[src/rtl/wcs_pkg.sv]
package wcs_pkg;
  localparam int unsigned DATA_W   = 8;
  localparam int unsigned POLL_BIT = 7;
  localparam int unsigned TOG_BIT  = 6;

  typedef struct packed {
    logic active;
    logic start;
  } rd_evt_t;
endpackage

[src/rtl/wcs_strobe.sv]
module wcs_strobe
  import wcs_pkg::*;
(
  input  logic    clk_i,
  input  logic    rst_ni,
  input  logic    ce_ni,
  input  logic    oe_ni,
  output rd_evt_t evt_o
);
  logic act, act_q;

  assign act = ~ce_ni & ~oe_ni;

  always_ff @(posedge clk_i or negedge rst_ni) begin
    if (!rst_ni) act_q <= 1'b0;
    else         act_q <= act;
  end

  assign evt_o.active = act;
  assign evt_o.start  = act & ~act_q;
endmodule

[src/rtl/wcs_toggle.sv]
module wcs_toggle (
  input  logic clk_i,
  input  logic rst_ni,
  input  logic step_i,
  input  logic busy_i,
  output logic tog_o
);
  logic tog_q;

  // value seen by the access that starts this cycle
  assign tog_o = tog_q ^ (step_i & busy_i);

  always_ff @(posedge clk_i or negedge rst_ni) begin
    if (!rst_ni) tog_q <= 1'b0;
    else         tog_q <= tog_o;
  end
endmodule

[src/rtl/wcs_holdoff.sv]
module wcs_holdoff #(
  parameter int unsigned HOLD_CYC = 2000
) (
  input  logic clk_i,
  input  logic rst_ni,
  input  logic busy_i,
  output logic ok_o
);
  localparam int unsigned CW = $clog2(HOLD_CYC + 1);
  localparam logic [CW-1:0] LOAD = HOLD_CYC[CW-1:0];

  logic [CW-1:0] cnt_q;

  always_ff @(posedge clk_i or negedge rst_ni) begin
    if (!rst_ni)               cnt_q <= '0;
    else if (busy_i)           cnt_q <= LOAD;
    else if (cnt_q != '0)      cnt_q <= cnt_q - CW'(1);
  end

  assign ok_o = (cnt_q == '0) & ~busy_i;
endmodule

[src/rtl/wcs_merge.sv]
module wcs_merge #(
  parameter int unsigned DW   = 8,
  parameter int unsigned POLL = 7,
  parameter int unsigned TOG  = 6
) (
  input  logic          busy_i,
  input  logic          tog_i,
  input  logic [DW-1:0] last_data_i,
  input  logic [DW-1:0] array_data_i,
  output logic [DW-1:0] data_o
);
  for (genvar i = 0; i < DW; i++) begin : g_bit
    if (i == POLL) begin : g_poll
      assign data_o[i] = busy_i ? ~last_data_i[i] : array_data_i[i];
    end else if (i == TOG) begin : g_tog
      assign data_o[i] = busy_i ? tog_i : array_data_i[i];
    end else begin : g_pass
      assign data_o[i] = busy_i ? last_data_i[i] : array_data_i[i];
    end
  end
endmodule

[src/rtl/wcs_status_read.sv]
module wcs_status_read
  import wcs_pkg::*;
#(
  parameter int unsigned DW       = DATA_W,
  parameter int unsigned HOLD_CYC = 2000
) (
  input  logic          clk_i,
  input  logic          rst_ni,
  input  logic          ce_ni,
  input  logic          oe_ni,
  input  logic          busy_i,
  input  logic [DW-1:0] last_data_i,
  input  logic [DW-1:0] array_data_i,
  output logic [DW-1:0] bus_data_o,
  output logic          bus_drive_o,
  output logic          write_ok_o
);
  rd_evt_t       evt;
  logic          tog;
  logic [DW-1:0] merged;
  logic [DW-1:0] data_q;
  logic          drive_q;

  wcs_strobe u_strobe (
    .clk_i (clk_i), .rst_ni(rst_ni), .ce_ni(ce_ni), .oe_ni(oe_ni), .evt_o(evt)
  );

  wcs_toggle u_toggle (
    .clk_i(clk_i), .rst_ni(rst_ni), .step_i(evt.start), .busy_i(busy_i), .tog_o(tog)
  );

  wcs_merge #(.DW(DW), .POLL(POLL_BIT), .TOG(TOG_BIT)) u_merge (
    .busy_i(busy_i), .tog_i(tog), .last_data_i(last_data_i),
    .array_data_i(array_data_i), .data_o(merged)
  );

  wcs_holdoff #(.HOLD_CYC(HOLD_CYC)) u_holdoff (
    .clk_i(clk_i), .rst_ni(rst_ni), .busy_i(busy_i), .ok_o(write_ok_o)
  );

  always_ff @(posedge clk_i or negedge rst_ni) begin
    if (!rst_ni) begin
      drive_q <= 1'b0;
      data_q  <= '0;
    end else begin
      drive_q <= evt.active;
      data_q  <= evt.active ? merged : '0;
    end
  end

  assign bus_drive_o = drive_q;
  assign bus_data_o  = data_q;
endmodule

[config.mk]
export PLATFORM = sky130hd
export DESIGN_NAME = wcs_status_read
export DESIGN_NICKNAME = d
export VERILOG_FILES = /design/src/rtl/wcs_pkg.sv /design/src/rtl/wcs_strobe.sv /design/src/rtl/wcs_toggle.sv /design/src/rtl/wcs_holdoff.sv /design/src/rtl/wcs_merge.sv /design/src/rtl/wcs_status_read.sv
export SDC_FILE = /design/constraint.sdc
export NUM_CORES = 1
export LEC_CHECK = 0
export ABC_AREA = 1
export BUFFER_PORTS_ARGS = -buffer_cell sky130_fd_sc_hd__buf_4
export CAP_MARGIN = 15
export CORE_UTILIZATION = 27
export CTS_BUF_LIST = sky130_fd_sc_hd__clkbuf_16
export CTS_CLUSTER_DIAMETER = 60
export DETAILED_ROUTE_END_ITERATION = 7
export SLEW_MARGIN = 20
export SYNTH_ARGS = -nofsm -noshare
export SYNTH_HDL_FRONTEND = slang
export SYNTH_HIERARCHICAL = 1
export SYNTH_SLANG_ARGS = --single-unit
export TNS_END_PERCENT = 5
[constraint.sdc]
create_clock -name clk_i -period 4 [get_ports clk_i]
set_clock_uncertainty 0.05 [all_clocks]
set_input_delay 0.4 -clock clk_i [delete_from_list [all_inputs] [get_ports clk_i]]
set_output_delay 0.4 -clock clk_i [all_outputs]
set_load 0.01 [all_outputs]
Word level (Yosys, flattened, before mapping)
Cells that the tools add are included.
{"block": "op_classes", "n_reduce_logical": 3, "muxes": 11, "add_sub_neg": 1, "bitwise": 10}
{"op": "$mux 11", "n": 2}
{"op": "$logic_not 11->1", "n": 1}
{"op": "$reduce_bool 11->1", "n": 1}
{"op": "$sub 11x1->11 const B", "n": 1}
{"op": "$mux 1", "n": 8}
{"op": "$mux 8", "n": 1}
{"op": "$not 1->1", "n": 5}
{"op": "$and 1x1->1", "n": 4}
{"op": "$reduce_bool 2->1", "n": 1}
{"op": "$xor 1x1->1", "n": 1}
{"block": "word_totals", "in_bits": 21, "output_inout_bits": 10, "register_bits": 21, "elab_cells": 29}

Depth between registers and ports, before layout
Gate-level depths: netlist of run 1.
{"block": "depth", "depth_word": 7, "depth_mapped": 10, "ltp_nobuf": 10}

Cells and area by module
The synthesis of run 1 kept the hierarchy.
{"module": "wcs_holdoff", "seq_area_each_um2": 275.3, "n_inst": 1, "area_each_um2": 678.2, "cells_each": 87}
{"module": "wcs_status_read", "seq_area_each_um2": 225.2, "n_inst": 1, "area_each_um2": 290.3, "cells_each": 26}
{"module": "wcs_merge", "seq_area_each_um2": 0.0, "n_inst": 1, "area_each_um2": 108.9, "cells_each": 27}
{"module": "wcs_strobe", "seq_area_each_um2": 25.0, "n_inst": 1, "area_each_um2": 56.3, "cells_each": 7}
{"module": "wcs_toggle", "seq_area_each_um2": 25.0, "n_inst": 1, "area_each_um2": 45.0, "cells_each": 6}

Worst setup path after synthesis of run 1
Ideal clock, no wire load.
{"block": "synth_path", "kind": "register to output", "startpoint": "reg u_holdoff.cnt_q[0]", "endpoint": "out write_ok_o", "arrival_time_ns": 1.170, "setup_slack_ns": 2.380, "required_ns": 3.550, "stages_incl_launch_ff": 7, "n_path_buf": 0, "path_cell_list": "dfrtp_1 -> inv_1 -> ha_1 -> nand3_4 -> nor2_8 -> nand2_4 -> nor2_4"}
{"block": "synth_via", "elab_chain_len": 2}
{"element": "start: declaration", "line_no": "wcs_holdoff.sv:12", "text": "logic [CW-1:0] cnt_q;"}
{"element": "start signal: assignment", "line_no": "wcs_holdoff.sv:17", "text": "else if (cnt_q != '0) cnt_q <= cnt_q - CW'(1);"}
{"element": "$logic_not 11->1", "line_no": "wcs_holdoff.sv:20", "text": "assign ok_o = (cnt_q == '0) & ~busy_i;"}
{"element": "$and 1x1->1", "line_no": "wcs_holdoff.sv:20"}
{"element": "end: declaration", "line_no": "wcs_status_read.sv:16", "text": "output logic write_ok_o"}
No other way between the ends.

Final worst setup path of run 1
Same ends and word-level chain as after synthesis.

==> out/qor.csv, run 1 <==
metric,value,unit
period_share,52.3,%
cts_made_buffers,3,
yosys_warnings,6,
start_util,28.8,%
dominantRegCellSynth,dfrtp_1,
wl_per_cell,9.46,um
ys_top_cells_by_count,"nand2_1, inv_1, dfrtp_1, nand3_1, nor2_1",
p_leak,0.897,nW
dpl-instance-area,1440,um^2
rsz0062_at_grt,false,
synth.area.top_cells,"dfrtp_1, nand2_1, inv_1",
wl,2210,um
layout_setup_ws,1.91,ns
synthCells,153,
finalSetupTns,0,ns
min-delay-start,array_data_i[0],
fmax,0.478,GHz
drive_above_1_share,27.7,%
ys_types,22,
yosysSeqAreaShare,46.7,%
std_cell_rows,23,
grt_max_degree,23,
relSlewSlack,80.3,%
cp_max_fo,9,
fp.dieH,68.1,um
vdd_drop_max,0.000157,V
antenna_found_initial,0,
core_area,4090,um^2
status,"complete, no violations",
synth_top_area_share,46.7,%
synth.most_common_cell,nand2_1,
vias,970,
syn_nets,175,
r2r_start,u_holdoff/cnt_q[0],
cts_root_buffer,clkbuf_16,
clock_latency,0.26,ns
post-place-ws,2.16,ns
num_io_pins,31,
cellPowerDensity,398,nW/um^2
grt_usage,11.7,%
timing.max_cap.violations,0,
worstSetupPathType,reg -> out,
grt_remaining_overflow,0,
crit_start,u_holdoff/cnt_q[0],
area_delta_synth_final,31.5,%
synth_area,1180,um^2
grt_first_pass_wirelength,3970,um
finalSetupViolations,0,
max-clock-path-buffers,2,
syn_avg_cell_area,7.70,um^2
required,3.55,ns
cp-start-kind,flip-flop,
worst_pin_slew,0.295,ns
arrival,1.64,ns
ant_nets,0,
gp_congestion,0.795,
clock_sinks,22,
ys_ff_latch,22,
die_w,68.1,um
insertedDiodeCount,0,
numPortBuffers,29,
drt_first_pass_iters,4,
layout.nets,207,
dp_hpwl,1640,um
min_period,2.09,ns
placed_cells,229,
final_cell_area,1550,um^2
cts_tree,done,
drt_iter0_drc,46,
drc,0,
grt_pass1_vias,945,
clk_pin_slew_worst_paths,0.06,ns
async_reset_ff_share,100,%
hold_violations,0,
synth.largest_area_cell,dfrtp_1,
htree_num_levels,1,
die_area,4630,um^2
fin_cells,234,
maxSlewViolCount,0,
hold_path_class,in -> reg,
synth_edf_count,0,
crit_path_end_kind,primary output,
vias_per_cell,4.15,
==> layer usage <==
metal | global-route usage (%) | wire, um | up-vias
met1 | 14.5 | 1070 | 420
li1 | - | - | 521
met3 | 5.17 | 155 | 4
met2 | 17.8 | 959 | 25
met4 | 3.91 | 27 | 0
met5 | 0 | 0 | -
==> flip-flops by register name (all words and copies together) (netlist names) <==
name and flops:
u_strobe/act_q 1, u_toggle/tog_q 1, u_holdoff/cnt_q 11, bus_data_o 8, bus_drive_o 1
==> metrics by stage <==
| step | total power, W | utilization [%] | hold WS (ns) |
|---|---|---|---|
| final | 0.000617 | 37.9 | 0.366 |
| after global routing | 0.000653 | 37.9 | 0.387 |
| after CTS | 0.000630 | 37.9 | 0.363 |
| after detailed placement | 0.000341 | 35.1 | 0.265 |
| after global placement | 0.000340 | 35.1 | 0.260 |
| after floorplan | 0.000307 | - | 0.0544 |
==> worst max-delay path, stage by stage (launching register included) <==
cell and delay [ns]:
dfrtp_1 0.37, inv_1 0.13, ha_1 0.24, nand3_4 0.13, nor2_8 0.16, nand2_4 0.11
nor2_4 0.11, buf_4 0.13
==> power by group <==
group / internal [W] / switching (W)
logic: 0.0000394 / 0.0000493
registers: 0.000237 / 0.0000105
clock network: 0.000199 / 0.0000825
total: 0.000475 / 0.000142
==> placed cells by master, fill, tap and decap left out, types with 2 or more instances in the layout <==
cell type and count:
nand3_1 11, a21oi_1 2, nor2_4 2, nand2_2 2
inv_2 4, dfrtp_1 22, nor2_1 8, nand3b_1 2
nand4_1 4, nor2_2 5, inv_1 26, buf_4 29
nand2_1 55, clkbuf_16 3
==> kinds of logic after synthesis <==
family,synth area share (%)
flops,46.7
compound gates,2.23
buf+inv,11.6
fa+ha+maj,1.06
simple gates,38.4
==> cell type report <==
cell class,count,area [um^2]
clock buffers,3,75.1
clock inverters,1,30.0
fillers,439,2540
inverters,30,113
multi-input cells,98,492
flip-flops and latches,22,551
well taps,50,62.6
repair buffers,30,228
==> what timing repair did <==
item,in CTS,in global routing
setup endpoints to repair,0,0
hold buffers,1,0
resized for setup,0,0
buffers inserted,0,0
hold endpoints to repair,22,0
==> path summary, 6_finish.rpt <==
kind	slack, ns	cells past startpoint	endpoint
max in group asynchronous	3.16	2	u_holdoff/cnt_q[10]
hold reg to reg	0.44	2	u_holdoff/cnt_q[9]
setup reg to reg	2.53	7	u_holdoff/cnt_q[4]
min in group asynchronous	0.52	2	u_holdoff/cnt_q[2]
setup / recovery	1.91	7	write_ok_o
hold / removal	0.37	5	bus_data_o[0]
No activity file was read; power rests on OpenSTA's default activity.
==> run 2, diff against run 1 <==
clock period = 1.9 ns   (was 4 ns; I/O delays follow)
==> run 2 against run 1 <==
  * Wire length fell by 2.0%
  * Register-to-register slack worse by 2.0 ns
  * First-iteration DRC count is 28% lower
  * Utilization grew 0.28 points
  * Via count down 0.41%
  * Sequential share of layout area decreased by 0.26 points
  * Die area unchanged
  * Non-clock buffer count did not move
  * Clock-buffer cell count stayed put
  * Combinational power is 110% higher
  * Setup slack got worse by 1.8 ns
  * Hold slack got worse by 0.20 ns
  * Critical path type unchanged
  * Largest cell class unchanged
==> out/qor.csv, run 2 (synthesized netlist as in run 1, its figures left out) <==
metric,value,unit
status,"complete, no violations",
crit_path_top_delay_cell,dfrtp_1,
drive_above_1_share,28.8,%
min_period,1.79,ns
cts_tree,done,
grt_pass1_vias,851,
relSlewSlack,78.1,%
wl_per_cell,9.27,um
vias_per_cell,4.13,
clock_latency,0.25,ns
vias,966,
die_w,68.1,um
grt_remaining_overflow,0,
regMostFlops,u_holdoff/cnt_q,
largest_reg_flops,11,
drc,0,
die_area,4630,um^2
layout_setup_ws,0.115,ns
fp.dieH,68.1,um
internal-power,0.00100,W
seqPwrFrac,40.1,%
timing.max_cap.violations,0,
drt_iter0_drc,33,
crit_path_end_kind,primary output,
final_common_cell,nand2_1,
num_io_pins,31,
clock_sinks,22,
crit_chain,inv_2 > ha_2 > nand3_4 > nor2_8 > nand2_8 > nor2_4 > buf_4,
dp_hpwl,1620,um
numPortBuffers,29,
grt_first_pass_wirelength,3640,um
cts_made_buffers,3,
arrival,1.55,ns
whs,0.162,ns
cp-start-kind,flip-flop,
wl,2170,um
switchingPower,0.000298,W
finalSetupTns,0,ns
cp_max_fo,9,
worstSetupPathType,reg -> out,
total_power,0.00130,W
drt_first_pass_iters,4,
fmax,0.560,GHz
insertedDiodeCount,0,
dpl-instance-area,1440,um^2
netSwitchingFraction,23.0,%
post-place-ws,0.280,ns
critPathMaxStageDelay,0.39,ns
mostFrequentLayoutCells,"nand2_1, buf_4, inv_1, dfrtp_1, nand3_1",
cellPowerDensity,832,nW/um^2
worst_pin_slew,0.329,ns
p_leak,0.879,nW
max-clock-path-buffers,2,
pwr-share-clk,45.4,%
final_cell_area,1560,um^2
grt_usage,10.6,%
area_delta_synth_final,32.5,%
layout.nets,207,
core_area,4090,um^2
fill_cells,437,
antenna_found_initial,0,
period_share,94.0,%
hold_violations,0,
grt_max_degree,23,
start_util,28.8,%
maxSlewViolCount,0,
rsz0062_at_grt,false,
std_cell_rows,23,
vdd_drop_max,0.000558,V
power_frac_comb,14.5,%
gp_congestion,0.748,
ant_nets,0,
htree_num_levels,1,
cts_root_buffer,clkbuf_16,
finalSetupViolations,0,
required,1.66,ns
clk_pin_slew_worst_paths,0.06,ns
hold_path_class,in -> reg,
## run 2: cell counts in the layout (fill, tap and decap cells not counted)
No cell type changed its count.
## run 2: layer usage
layer / vias to the layer above / GRT usage [%] / share of wire, %
li1: 521 / - / -
met1: 419 / 13.6 / 47
met2: 24 / 16.8 / 46
met3: 2 / 4.83 / 6.7
met4: 0 / 0.781 / 0.18
met5: - / 0 / 0
## run 2: final timing paths
kind                                      from                   to  slack [ns]  depth (start not counted)
setup / recovery            u_holdoff/cnt_q[0]           write_ok_o        0.11                          7
hold / removal                 array_data_i[0]        bus_data_o[0]        0.16                          5
setup reg to reg            u_holdoff/cnt_q[0]   u_holdoff/cnt_q[4]        0.52                          7
hold reg to reg            u_holdoff/cnt_q[10]  u_holdoff/cnt_q[10]        0.44                          2
max in group asynchronous               rst_ni        bus_data_o[2]        1.27                          2
min in group asynchronous               rst_ni   u_holdoff/cnt_q[2]        0.30                          2
## run 2: final cells by class
type / instances / area [um^2] / share of cell area [%]
clock buffer: 3 / 75.1 / 4.81
clock inverter: 1 / 30.0 / 1.92
inverter: 30 / 113 / 7.21
multi-input combinational: 98 / 503 / 32.2
sequential: 22 / 551 / 35.3
tap: 50 / 62.6 / 4.01
timing repair buffer: 30 / 228 / 14.6
## run 2: critical path, delay by kind of cell (launching register included)
kind / cells / cell delay [ns]
adder cells (fa/ha/maj): 1 / 0.22
buffers and inverters: 2 / 0.21
flip-flops: 1 / 0.39
AND/OR/NAND/NOR: 4 / 0.47
## run 2: repair_timing
item,CTS,global route
endpoints found under the hold margin,22,0
buffers inserted,0,0
endpoints found under the setup margin,1,1
pin swaps,0,1
gates resized for setup,1,2
hold buffers,1,0
## run 2: metrics by stage
step	util, %	std cells
after global routing	38.2	234
after CTS	38.0	234
after detailed placement	35.1	229
final	38.2	234
after floorplan	-	153
after global placement	35.1	229
## run 2: power by group through the flow
stage          Clock (W)  Sequential, W  Combinational (W)
2_1_floorplan          0       0.000529           0.000116
3_3_place_gp           0       0.000529           0.000187
3_5_place_dp           0       0.000529           0.000189
4_1_cts         0.000603       0.000520           0.000193
5_1_grt         0.000624       0.000523           0.000217
6_report        0.000589       0.000520           0.000189
==> run 3, diff against run 2 <==
clock period = 1.8 ns   (was 1.9 ns; I/O delays follow)
==> run 3 against run 2 <==
  * Register-to-register slack got worse by 0.22 ns
  * Setup slack got worse by 0.049 ns
  * Sequential share of layout area fell by 1.5 points
  * Combinational power rose by 15%
  * Sequential cell count did not move
  * Final area rose by 4.3%
  * Utilization rose by 1.7 points
  * Power rose by 7.0%
==> out/qor.csv, run 3 (synthesized netlist as in run 1, its figures left out) <==
metric,value,unit
core_area,4090,um^2
status,"complete, no violations",
period_share,96.4,%
num_io_pins,31,
grtUsageMet3,5.00,%
finalSetupViolations,0,
grt_remaining_overflow,0,
crit_path_end_kind,primary output,
fmax,0.577,GHz
total_power,0.00139,W
grt_usage,11.0,%
vdd_drop_max,0.000525,V
hold_path_class,in -> reg,
cts_tree,done,
dp_hpwl,1640,um
cp_max_fo,5,
drt_first_pass_iters,4,
met1_usage,14.6,%
die_w,68.1,um
fill_cells,440,
placed_cells,230,
wl_per_cell,9.68,um
vias,1013,
relSlewSlack,78.4,%
arrival,1.50,ns
layout.nets,216,
p_leak,0.922,nW
mostFrequentLayoutCells,"nand2_1, buf_4, inv_1, dfrtp_1, nand3_1",
clk_pin_slew_worst_paths,0.06,ns
wl,2350,um
area_delta_synth_final,38.2,%
std_cell_rows,23,
drive_above_1_share,31.6,%
die_area,4630,um^2
numPortBuffers,29,
cts_root_buffer,clkbuf_16,
fp.dieH,68.1,um
max-clock-path-buffers,2,
ant_nets,0,
vias_per_cell,4.17,
htree_num_levels,1,
grtUsageMet2,17.5,%
final_cell_area,1630,um^2
grt_pass1_vias,849,
clock_latency,0.25,ns
cts_made_buffers,3,
worst_pin_slew,0.324,ns
drt_iter0_drc,54,
timing.max_cap.violations,0,
gp_congestion,0.711,
worstSetupPathType,reg -> out,
min_period,1.73,ns
start_util,28.8,%
antenna_found_initial,0,
fin_cells,243,
final_common_cell,nand2_1,
grt_max_degree,23,
largest_reg_flops,11,
required,1.57,ns
dpl-instance-area,1440,um^2
rrSetupSlack,0.30,ns
cp-start-kind,flip-flop,
regMostFlops,u_holdoff/cnt_q,
grt_first_pass_wirelength,3810,um
cellPowerDensity,853,nW/um^2
busiest_layer,met2,
maxSlewViolCount,0,
insertedDiodeCount,0,
hold_violations,0,
drc,0,
clock_sinks,22,
[run 3: changes by cell type in the layout (fill, tap and decap cells not counted), sizes merged]
cell / before / now
buf: 29 / 38
[run 3: power breakdown]
part	switching [W]	total, W	internal (W)
clock	0.000182	0.000623	0.000442
sequential	0.0000238	0.000550	0.000526
combinational	0.000116	0.000217	0.000101
[run 3: final timing paths]
path,startpoint,end,depth (start not counted)
worst max-delay path,u_holdoff/cnt_q[1],write_ok_o,7
worst min-delay path,last_data_i[0],bus_data_o[0],5
min in group asynchronous,rst_ni,u_holdoff/cnt_q[2],2
max in group asynchronous,rst_ni,u_holdoff/cnt_q[5],2
worst min register to register,u_holdoff/cnt_q[9],u_holdoff/cnt_q[9],2
worst max register to register,u_holdoff/cnt_q[1],u_holdoff/cnt_q[4],8
[run 3: worst max-delay path: stages, from the launching register on]
cell	delay (ns)
dfrtp_1	0.40
inv_1	0.07
ha_2	0.21
nand3_4	0.11
nor2_8	0.18
nand2_8	0.07
nor2_4	0.09
buf_4	0.12
[run 3: metal layers]
metal  share of wire [%]  wire length (um)
met5                   0                 0
met3                 6.5               154
met4                   0                 0
met1                  48              1130
met2                  46              1070
[run 3: cell type report]
cell class | instances | area, um^2 | share of cell area [%]
clock buffer | 3 | 75.1 | 4.61
clock inverter | 1 | 30.0 | 1.84
inverter | 30 | 113 | 6.91
multi-input combinational | 98 | 503 | 30.9
sequential | 22 | 551 | 33.8
tap | 50 | 62.6 | 3.84
timing repair buffer | 39 | 295 | 18.1
[run 3: timing repair]
item | in CTS | in global routing
resized for setup | 1 | 1
setup buffers | 0 | 8
endpoints found under the hold margin | 22 | 0
pin swaps | 1 | 3
endpoints found under the setup margin | 1 | 1
cloned | 0 | 0
hold buffers | 1 | 0
[run 3: through the flow]
stage	TNS, ns	hold WS, ns	utilization (%)	worst slack [ns]
floorplan	0	-0.166	-	0.400
global placement	0	0.0419	35.3	0.263
detailed placement	0	0.0460	35.3	0.253
CTS	0	0.148	38.2	0.0244
global route	-0.00957	0.155	39.9	-0.00957
finish	0	0.150	39.9	0.0656
